$ cat src/rtl/intwin_pkg.sv
package intwin_pkg;

    typedef enum logic [1:0] {
        TRM_BYPASS = 2'd0,
        TRM_FALL   = 2'd1,
        TRM_RISE   = 2'd2,
        TRM_ALWAYS = 2'd3
    } trig_mode_e;

    typedef enum logic [1:0] {
        ST_IDLE    = 2'd0,
        ST_DISCARD = 2'd1,
        ST_INTEG   = 2'd2
    } win_state_e;

endpackage

$ cat src/rtl/intwin_trig.sv
module intwin_trig
    import intwin_pkg::*;
(
    input  logic       clk,
    input  logic       rst_n,
    input  trig_mode_e mode,
    input  logic       win_ext,
    input  logic       trig_in,
    output logic       start_evt,
    output logic       stop_evt
);

    logic trig_prev;
    logic rise;
    logic fall;

    always_ff @(posedge clk or negedge rst_n) begin
        if (!rst_n) begin
            trig_prev <= 1'b0;
        end else begin
            trig_prev <= trig_in;
        end
    end

    assign rise = trig_in & ~trig_prev;
    assign fall = ~trig_in & trig_prev;

    always_comb begin
        start_evt = 1'b0;
        stop_evt  = 1'b0;
        unique case (mode)
            TRM_BYPASS: begin
                start_evt = 1'b0;
                stop_evt  = 1'b0;
            end
            TRM_FALL: begin
                start_evt = fall;
                stop_evt  = win_ext & rise;
            end
            TRM_RISE: begin
                start_evt = rise;
                stop_evt  = win_ext & fall;
            end
            TRM_ALWAYS: begin
                start_evt = 1'b1;
                stop_evt  = 1'b0;
            end
        endcase
    end

endmodule

$ cat src/rtl/intwin_fsm.sv
module intwin_fsm
    import intwin_pkg::*;
(
    input  logic       clk,
    input  logic       rst_n,
    input  logic       bypass,
    input  logic       always_on,
    input  logic       win_ext,
    input  logic       start_evt,
    input  logic       stop_evt,
    input  logic       res_valid,
    input  logic       disc_zero,
    input  logic       disc_last,
    input  logic       vals_last,
    input  logic       cycle_last,
    output win_state_e state_q,
    output logic       win_start,
    output logic       win_abort,
    output logic       disc_take,
    output logic       acc_take,
    output logic       cyc_done
);

    win_state_e state_d;
    logic       last_group;

    assign last_group = ~win_ext & ~always_on & cycle_last;

    always_ff @(posedge clk or negedge rst_n) begin
        if (!rst_n) begin
            state_q <= ST_IDLE;
        end else begin
            state_q <= state_d;
        end
    end

    always_comb begin
        state_d = state_q;
        unique case (state_q)
            ST_IDLE: begin
                if (!bypass && start_evt) begin
                    state_d = disc_zero ? ST_INTEG : ST_DISCARD;
                end
            end
            ST_DISCARD: begin
                if (bypass || stop_evt) begin
                    state_d = ST_IDLE;
                end else if (res_valid && disc_last) begin
                    state_d = ST_INTEG;
                end
            end
            ST_INTEG: begin
                if (bypass || stop_evt) begin
                    state_d = ST_IDLE;
                end else if (res_valid && vals_last && last_group) begin
                    state_d = ST_IDLE;
                end
            end
            default: state_d = ST_IDLE;
        endcase
    end

    always_comb begin
        win_start = 1'b0;
        win_abort = 1'b0;
        disc_take = 1'b0;
        acc_take  = 1'b0;
        cyc_done  = 1'b0;
        unique case (state_q)
            ST_IDLE: begin
                win_start = ~bypass & start_evt;
            end
            ST_DISCARD: begin
                win_abort = bypass | stop_evt;
                disc_take = ~bypass & ~stop_evt & res_valid;
            end
            ST_INTEG: begin
                win_abort = bypass | stop_evt;
                acc_take  = ~bypass & ~stop_evt & res_valid;
                cyc_done  = ~bypass & ~stop_evt & res_valid & vals_last;
            end
            default: begin
                win_abort = 1'b1;
            end
        endcase
    end

    assert_bypass_idle_R1: assert property (@(posedge clk) disable iff (!rst_n)
        bypass |=> (state_q == ST_IDLE));

    assert_ext_stop_R8: assert property (@(posedge clk) disable iff (!rst_n)
        (state_q != ST_IDLE) && stop_evt |=> (state_q == ST_IDLE));

    assert_start_ignored_R9: assert property (@(posedge clk) disable iff (!rst_n)
        (state_q == ST_INTEG) && start_evt && !stop_evt && !bypass && !res_valid
        |=> (state_q == ST_INTEG));

endmodule

$ cat src/rtl/intwin_datapath.sv
module intwin_datapath #(
    parameter int DW   = 15,
    parameter int CNTW = 5,
    parameter int REPW = 3,
    localparam int ACCW = DW + CNTW
) (
    input  logic                   clk,
    input  logic                   rst_n,
    input  logic                   bypass,
    input  logic                   win_start,
    input  logic                   win_abort,
    input  logic                   disc_take,
    input  logic                   acc_take,
    input  logic                   cyc_done,
    input  logic [CNTW-1:0]        discard_cnt,
    input  logic [CNTW-1:0]        integ_cnt,
    input  logic [REPW-1:0]        repeat_val,
    input  logic signed [DW-1:0]   res_data,
    input  logic                   res_valid,
    output logic                   disc_zero,
    output logic                   disc_last,
    output logic                   vals_last,
    output logic                   cycle_last,
    output logic signed [ACCW-1:0] sum_out,
    output logic                   sum_valid,
    output logic [CNTW-1:0]        vals_counted,
    output logic [REPW-1:0]        cycle_count
);

    logic [CNTW-1:0]        disc_seen_q;
    logic [CNTW-1:0]        vals_q;
    logic [REPW-1:0]        cycles_q;
    logic signed [ACCW-1:0] acc_q;
    logic signed [ACCW-1:0] res_ext;
    logic signed [ACCW-1:0] acc_sum;

    assign res_ext = {{CNTW{res_data[DW-1]}}, res_data};
    assign acc_sum = acc_q + res_ext;

    assign disc_zero  = (discard_cnt == '0);
    assign disc_last  = ({1'b0, disc_seen_q} + {{CNTW{1'b0}}, 1'b1}) == {1'b0, discard_cnt};
    assign vals_last  = (vals_q == integ_cnt);
    assign cycle_last = (cycles_q == repeat_val);

    always_ff @(posedge clk or negedge rst_n) begin
        if (!rst_n) begin
            disc_seen_q <= '0;
            vals_q      <= '0;
            cycles_q    <= '0;
            acc_q       <= '0;
            sum_out     <= '0;
            sum_valid   <= 1'b0;
        end else begin
            sum_valid <= 1'b0;
            if (win_start) begin
                disc_seen_q <= '0;
                vals_q      <= '0;
                cycles_q    <= '0;
                acc_q       <= '0;
            end else if (win_abort) begin
                disc_seen_q <= '0;
                vals_q      <= '0;
                acc_q       <= '0;
            end else if (disc_take) begin
                disc_seen_q <= disc_seen_q + 1'b1;
            end else if (acc_take) begin
                if (cyc_done) begin
                    sum_out   <= acc_sum;
                    sum_valid <= 1'b1;
                    acc_q     <= '0;
                    vals_q    <= '0;
                    cycles_q  <= cycles_q + 1'b1;
                end else begin
                    acc_q  <= acc_sum;
                    vals_q <= vals_q + 1'b1;
                end
            end
            if (bypass && res_valid) begin
                sum_out   <= res_ext;
                sum_valid <= 1'b1;
            end
        end
    end

    assign vals_counted = vals_q;
    assign cycle_count  = cycles_q;

    assert_clear_after_sum_R5: assert property (@(posedge clk) disable iff (!rst_n)
        sum_valid && !$past(bypass) |-> (vals_q == '0) && (acc_q == '0));

    assert_cycle_step_R7: assert property (@(posedge clk) disable iff (!rst_n)
        !win_start |=> (cycles_q == $past(cycles_q)) || (cycles_q == $past(cycles_q) + 1'b1));

endmodule

$ cat src/rtl/intwin_ctrl.sv
module intwin_ctrl
    import intwin_pkg::*;
#(
    parameter int DW   = 15,
    parameter int CNTW = 5,
    parameter int REPW = 3,
    localparam int ACCW = DW + CNTW
) (
    input  logic                   clk,
    input  logic                   rst_n,
    input  logic [1:0]             trig_mode,
    input  logic                   win_ext,
    input  logic [CNTW-1:0]        discard_cnt,
    input  logic [CNTW-1:0]        integ_cnt,
    input  logic [REPW-1:0]        repeat_val,
    input  logic                   trig_in,
    input  logic signed [DW-1:0]   res_data,
    input  logic                   res_valid,
    output logic signed [ACCW-1:0] sum_out,
    output logic                   sum_valid,
    output logic [CNTW-1:0]        vals_counted,
    output logic [REPW-1:0]        cycle_count,
    output logic                   integ_en
);

    trig_mode_e mode;
    win_state_e state_q;
    logic bypass, always_on;
    logic start_evt, stop_evt;
    logic win_start, win_abort, disc_take, acc_take, cyc_done;
    logic disc_zero, disc_last, vals_last, cycle_last;

    assign mode      = trig_mode_e'(trig_mode);
    assign bypass    = (mode == TRM_BYPASS);
    assign always_on = (mode == TRM_ALWAYS);

    intwin_trig u_trig (
        .clk       (clk),
        .rst_n     (rst_n),
        .mode      (mode),
        .win_ext   (win_ext),
        .trig_in   (trig_in),
        .start_evt (start_evt),
        .stop_evt  (stop_evt)
    );

    intwin_fsm u_fsm (
        .clk        (clk),
        .rst_n      (rst_n),
        .bypass     (bypass),
        .always_on  (always_on),
        .win_ext    (win_ext),
        .start_evt  (start_evt),
        .stop_evt   (stop_evt),
        .res_valid  (res_valid),
        .disc_zero  (disc_zero),
        .disc_last  (disc_last),
        .vals_last  (vals_last),
        .cycle_last (cycle_last),
        .state_q    (state_q),
        .win_start  (win_start),
        .win_abort  (win_abort),
        .disc_take  (disc_take),
        .acc_take   (acc_take),
        .cyc_done   (cyc_done)
    );

    intwin_datapath #(
        .DW   (DW),
        .CNTW (CNTW),
        .REPW (REPW)
    ) u_dp (
        .clk          (clk),
        .rst_n        (rst_n),
        .bypass       (bypass),
        .win_start    (win_start),
        .win_abort    (win_abort),
        .disc_take    (disc_take),
        .acc_take     (acc_take),
        .cyc_done     (cyc_done),
        .discard_cnt  (discard_cnt),
        .integ_cnt    (integ_cnt),
        .repeat_val   (repeat_val),
        .res_data     (res_data),
        .res_valid    (res_valid),
        .disc_zero    (disc_zero),
        .disc_last    (disc_last),
        .vals_last    (vals_last),
        .cycle_last   (cycle_last),
        .sum_out      (sum_out),
        .sum_valid    (sum_valid),
        .vals_counted (vals_counted),
        .cycle_count  (cycle_count)
    );

    assign integ_en = always_on | (state_q != ST_IDLE);

    assert_always_on_R2: assert property (@(posedge clk) disable iff (!rst_n)
        (trig_mode == 2'd3) |-> integ_en);

    assert_bypass_en_R1: assert property (@(posedge clk) disable iff (!rst_n)
        (trig_mode == 2'd0) |=> (trig_mode != 2'd0) || !integ_en);

endmodule

$ cat config.mk
export PLATFORM = sky130hd
export DESIGN_NAME = intwin_ctrl
export DESIGN_NICKNAME = d
export VERILOG_FILES = /design/src/rtl/intwin_pkg.sv /design/src/rtl/intwin_trig.sv /design/src/rtl/intwin_fsm.sv /design/src/rtl/intwin_datapath.sv /design/src/rtl/intwin_ctrl.sv
export SDC_FILE = /design/constraint.sdc
export NUM_CORES = 1
export LEC_CHECK = 0
export CAP_MARGIN = 20
export CORE_ASPECT_RATIO = 0.5
export CORE_MARGIN = 2
export CORE_UTILIZATION = 50
export CTS_BUF_LIST = sky130_fd_sc_hd__clkbuf_4 sky130_fd_sc_hd__clkbuf_8 sky130_fd_sc_hd__clkbuf_16
export DETAILED_ROUTE_END_ITERATION = 10
export DONT_BUFFER_PORTS = 1
export SKIP_CTS_REPAIR_TIMING = 1
export SKIP_LAST_GASP = 1
export SLEW_MARGIN = 5
export SYNTH_ARGS = -nofsm -noshare
export SYNTH_HDL_FRONTEND = slang
export SYNTH_SLANG_ARGS = --single-unit
$ cat constraint.sdc
create_clock -name clk -period 4.5 [get_ports clk]
set_input_delay 0.45 -clock clk [delete_from_list [all_inputs] [get_ports clk]]
set_output_delay 0.45 -clock clk [all_outputs]
set_load 0.01 [all_outputs]
==> impl_metrics.yaml <==
cts:
  clk_pin_slew_ns: 0.05
  cts.htree.levels: 3
  clock_latency_ns: 0.33
  clk_path_buf_depth: 2
  cts-root-buf: "clkbuf_16"
  clkSinkCount: 57
  numCtsBuffers: 9
  cts_tree: "yes"
route:
  drc_errors: 0
  wl_per_cell_um: 17.48
  drt-initial-drc-count: 227
  ant_nets: 0
  routed_wl_mm: 8.738
  vias: 3001
  detail_route.first_pass.iterations: 4
  vias_per_cell: 6.002
synthesis:
  ys_seq_area_share_pct: 37.44
  async_reset_ff_share_pct: 100.0
  syn_inst: 396
  ys_ff_latch: 57
  ys_warn_count: 0
  synth_edf_count: 0
  postSynthAreaPerCell_um2: 9.621
  ys_types: 65
  yosys_most_used_dff: "dfrtp_1"
  syn_area_mm2: 0.003810
  synth_nets: 462
job:
  max_cap_viol_count: 0
timing:
  slew_headroom_pct: 33.79
  drv_slew: 0
  finalSetupTns_ns: 0
  rsz0062_at_grt: "false"
  fin_skew_ns: 0.007237
  finalCriticalPeriod_ns: 2.860
  fmax_mhz: 349.6
  setup_viol: 0
  worst_slew_pin_slew_ns: 0.9931
  hold_viol: 0
  hold_slack_ns: 0.1521
  fin_crit_sh_pct: 63.56
floorplan:
  start_util_pct: 51.84
  die_y_um: 65.73
  dieArea_mm2: 0.008377
  coreArea_mm2: 0.007350
  rows: 22
  io_pins: 65
  die_w_um: 127.5
global_routing:
  grt_overflow: 0
  antenna_found_initial: 0
  grt_pass1_vias: 3060
  grt_usage_pct: 22.73
  grt_max_degree: 58
  grt_pass1_wl_mm: 14.78
pwr:
  comb_power_share_pct: 41.4
  power.internal_mw: 1.580
  clkPwrFrac_pct: 29.3
  seqPwrFrac_pct: 29.3
  vdd_drop_max_mv: 0.3285
  p_sw_share_pct: 37.94
  p_leak_nw: 1.993
  power.total_mw: 2.546
  switching_power_mw: 0.9657
  pwr_density_cell_mw_per_mm2: 597.7
final_layout:
  area_growth_pct: 11.79
  nNetsFinal: 465
  utilization_pct: 57.95
  final_cells: 500
  antenna_cells: 0
  drive_above_1_share_pct: 8.911
worst_setup_path:
  crit_type: "reg2reg"
  crit_chain: "ha_1, fa_1, a21o_1, a221oi_2, o21ai_1, a21oi_1, o21ai_0, xor2_1, a221o_1"
  critPathRequiredTime_ns: 4.71
  cp_num_buf_inv: 0
  cp_top_family: "compound AO/OA/AOI/OAI gates"
  crit_arrival_ns: 3.07
  worstSetupEndpointType: "flip-flop"
  cp_slowest_cell: "fa_1"
  crit_fanout: 4
  crit_path_max_incr_delay_ns: 0.42
  critPathLaunchType: "flip-flop"
placement:
  post-place-cells: 482
  gp_congestion: 0.8473
  io_buffers: 0
  dp_hpwl_mm: 6.375
hold_path:
  hp-class: "in2reg"
outcome:
  outcome: "completed"
## final cells by class
| cell class | count | area (um^2) |
|---|---|---|
| fillers | 644 | 3090 |
| multi-input cells | 317 | 2288 |
| flip-flops and latches | 57 | 1426 |
| clock buffers | 11 | 252.7 |
| well taps | 96 | 120.1 |
| clock inverters | 5 | 77.57 |
| repair buffers | 5 | 60.06 |
| inverters | 9 | 33.78 |
## synth_stat cells (2+ instances only)
master    instances  area share, %
nand4_1           2           0.33
ha_1             30            9.9
or4_1             2           0.39
clkbuf_1          5           0.49
a221o_1           5            1.3
nor2_1           26            2.6
or3_1             3           0.49
nand4b_1          2           0.46
and3_1            5           0.82
nor3_2            2           0.53
a21o_1            8            1.6
a21bo_2           2           0.53
nor3_1            4           0.53
inv_1             9           0.89
dfrtp_1          57             37
mux2i_1          11            2.9
nor2b_1           2           0.33
or3b_1            2           0.46
nand2_1          44            4.3
and2_1            3           0.49
o21a_1            6            1.2
xnor2_1          16            3.7
o21ai_1          10            1.3
o21ai_0          17            2.2
nand3_1           5           0.66
xor2_1           20            4.6
nand3b_1          3           0.59
buf_2             7           0.92
nand2b_1          3           0.49
a21oi_1          29            3.8
a22o_1           20            4.6
nor4_1            3           0.49
## registers in the layout (all words and copies together), names as in the netlist
register           cells
u_dp.acc_q            20
u_trig.trig_prev       1
u_dp.disc_seen_q       5
u_dp.sum_out          20
u_fsm.state_q          2
u_dp.cycle_count       3
u_dp.sum_valid         1
u_dp.vals_counted      5
## through the flow
stage | cell area [um^2] | setup WS [ns]
6_report | 4259 | 1.640
2_1_floorplan | 3810 | 1.949
5_1_grt | 4259 | 1.401
3_3_place_gp | 3891 | 1.586
4_1_cts | 4222 | 1.638
3_5_place_dp | 3891 | 1.436
## kinds of logic after synthesis
logic type | synth area share [%]
AOI/OAI and AO/OA | 21.97
xor gates and xnor gates | 8.276
adders and majority gates | 10.38
buffers and inverters | 2.496
DFF | 37.44
muxes | 3.186
and+or+nand+nor | 16.26
## worst reg2reg max path, stage by stage (launching register included)
cell and delay (ns):
dfrtp_1 0.38, ha_1 0.21, fa_1 0.42, a21o_1 0.20
a221oi_2 0.39, o21ai_1 0.20, a21oi_1 0.29, o21ai_0 0.15
xor2_1 0.19, a221o_1 0.32
## power by group through the flow
stage | clock, mW | sequential (mW) | combinational [mW]
CTS | 0.763 | 0.747 | 1.04
detailed placement | 0 | 0.753 | 1.04
global route | 0.781 | 0.762 | 1.18
global placement | 0 | 0.751 | 1.02
floorplan | 0 | 0.728 | 0.848
finish | 0.745 | 0.746 | 1.05
## path summary, 6_finish.rpt
path | startpoint | to | slack (ns) | cells past startpoint
worst max-delay path | u_dp.acc_q[0] | u_dp.sum_out[18] | 1.64 | 9
worst min-delay path | trig_in | u_trig.trig_prev | 0.15 | 0
worst max register to register | u_dp.acc_q[0] | u_dp.sum_out[18] | 1.64 | 9
worst min register to register | u_dp.acc_q[5] | u_dp.acc_q[5] | 0.50 | 1
max in group asynchronous | rst_n | u_dp.sum_out[19] | 3.60 | 2
min in group asynchronous | rst_n | u_dp.sum_out[0] | 0.65 | 2
## routing by layer
| metal | track usage (%) | vias to the layer above | part of all wire, % | wire length [um] |
|---|---|---|---|---|
| met1 | 28.85 | 1455 | 46 | 4017 |
| met2 | 36.70 | 77 | 47 | 4073 |
| met5 | 0 | - | 0 | 0 |
| met4 | 7.555 | 0 | 1.2 | 102 |
| met3 | 7.818 | 9 | 6.2 | 544 |
| li1 | - | 1460 | - | - |
## placed cells by master, fill, tap and decap left out, types with 3 or more instances in the layout
cell type / netlist / final
dfrtp_1: 57 / 57
nand2_1: 44 / 44
ha_1: 30 / 30
a21oi_1: 29 / 29
nor2_1: 26 / 26
xor2_1: 20 / 20
a22o_1: 20 / 20
o21ai_0: 17 / 17
xnor2_1: 16 / 16
mux2i_1: 11 / 11
o21ai_1: 10 / 10
inv_1: 9 / 9
clkbuf_16: 0 / 9
a21o_1: 8 / 8
o21a_1: 6 / 6
nand3_1: 5 / 5
and3_1: 5 / 5
a221o_1: 5 / 5
nor3_1: 4 / 4
and2_1: 3 / 3
nor4_1: 3 / 3
nand3b_1: 3 / 3
or3_1: 3 / 3
nand2b_1: 3 / 3
buf_4: 1 / 3
Note: power is estimated with default switching activity, not from simulation.
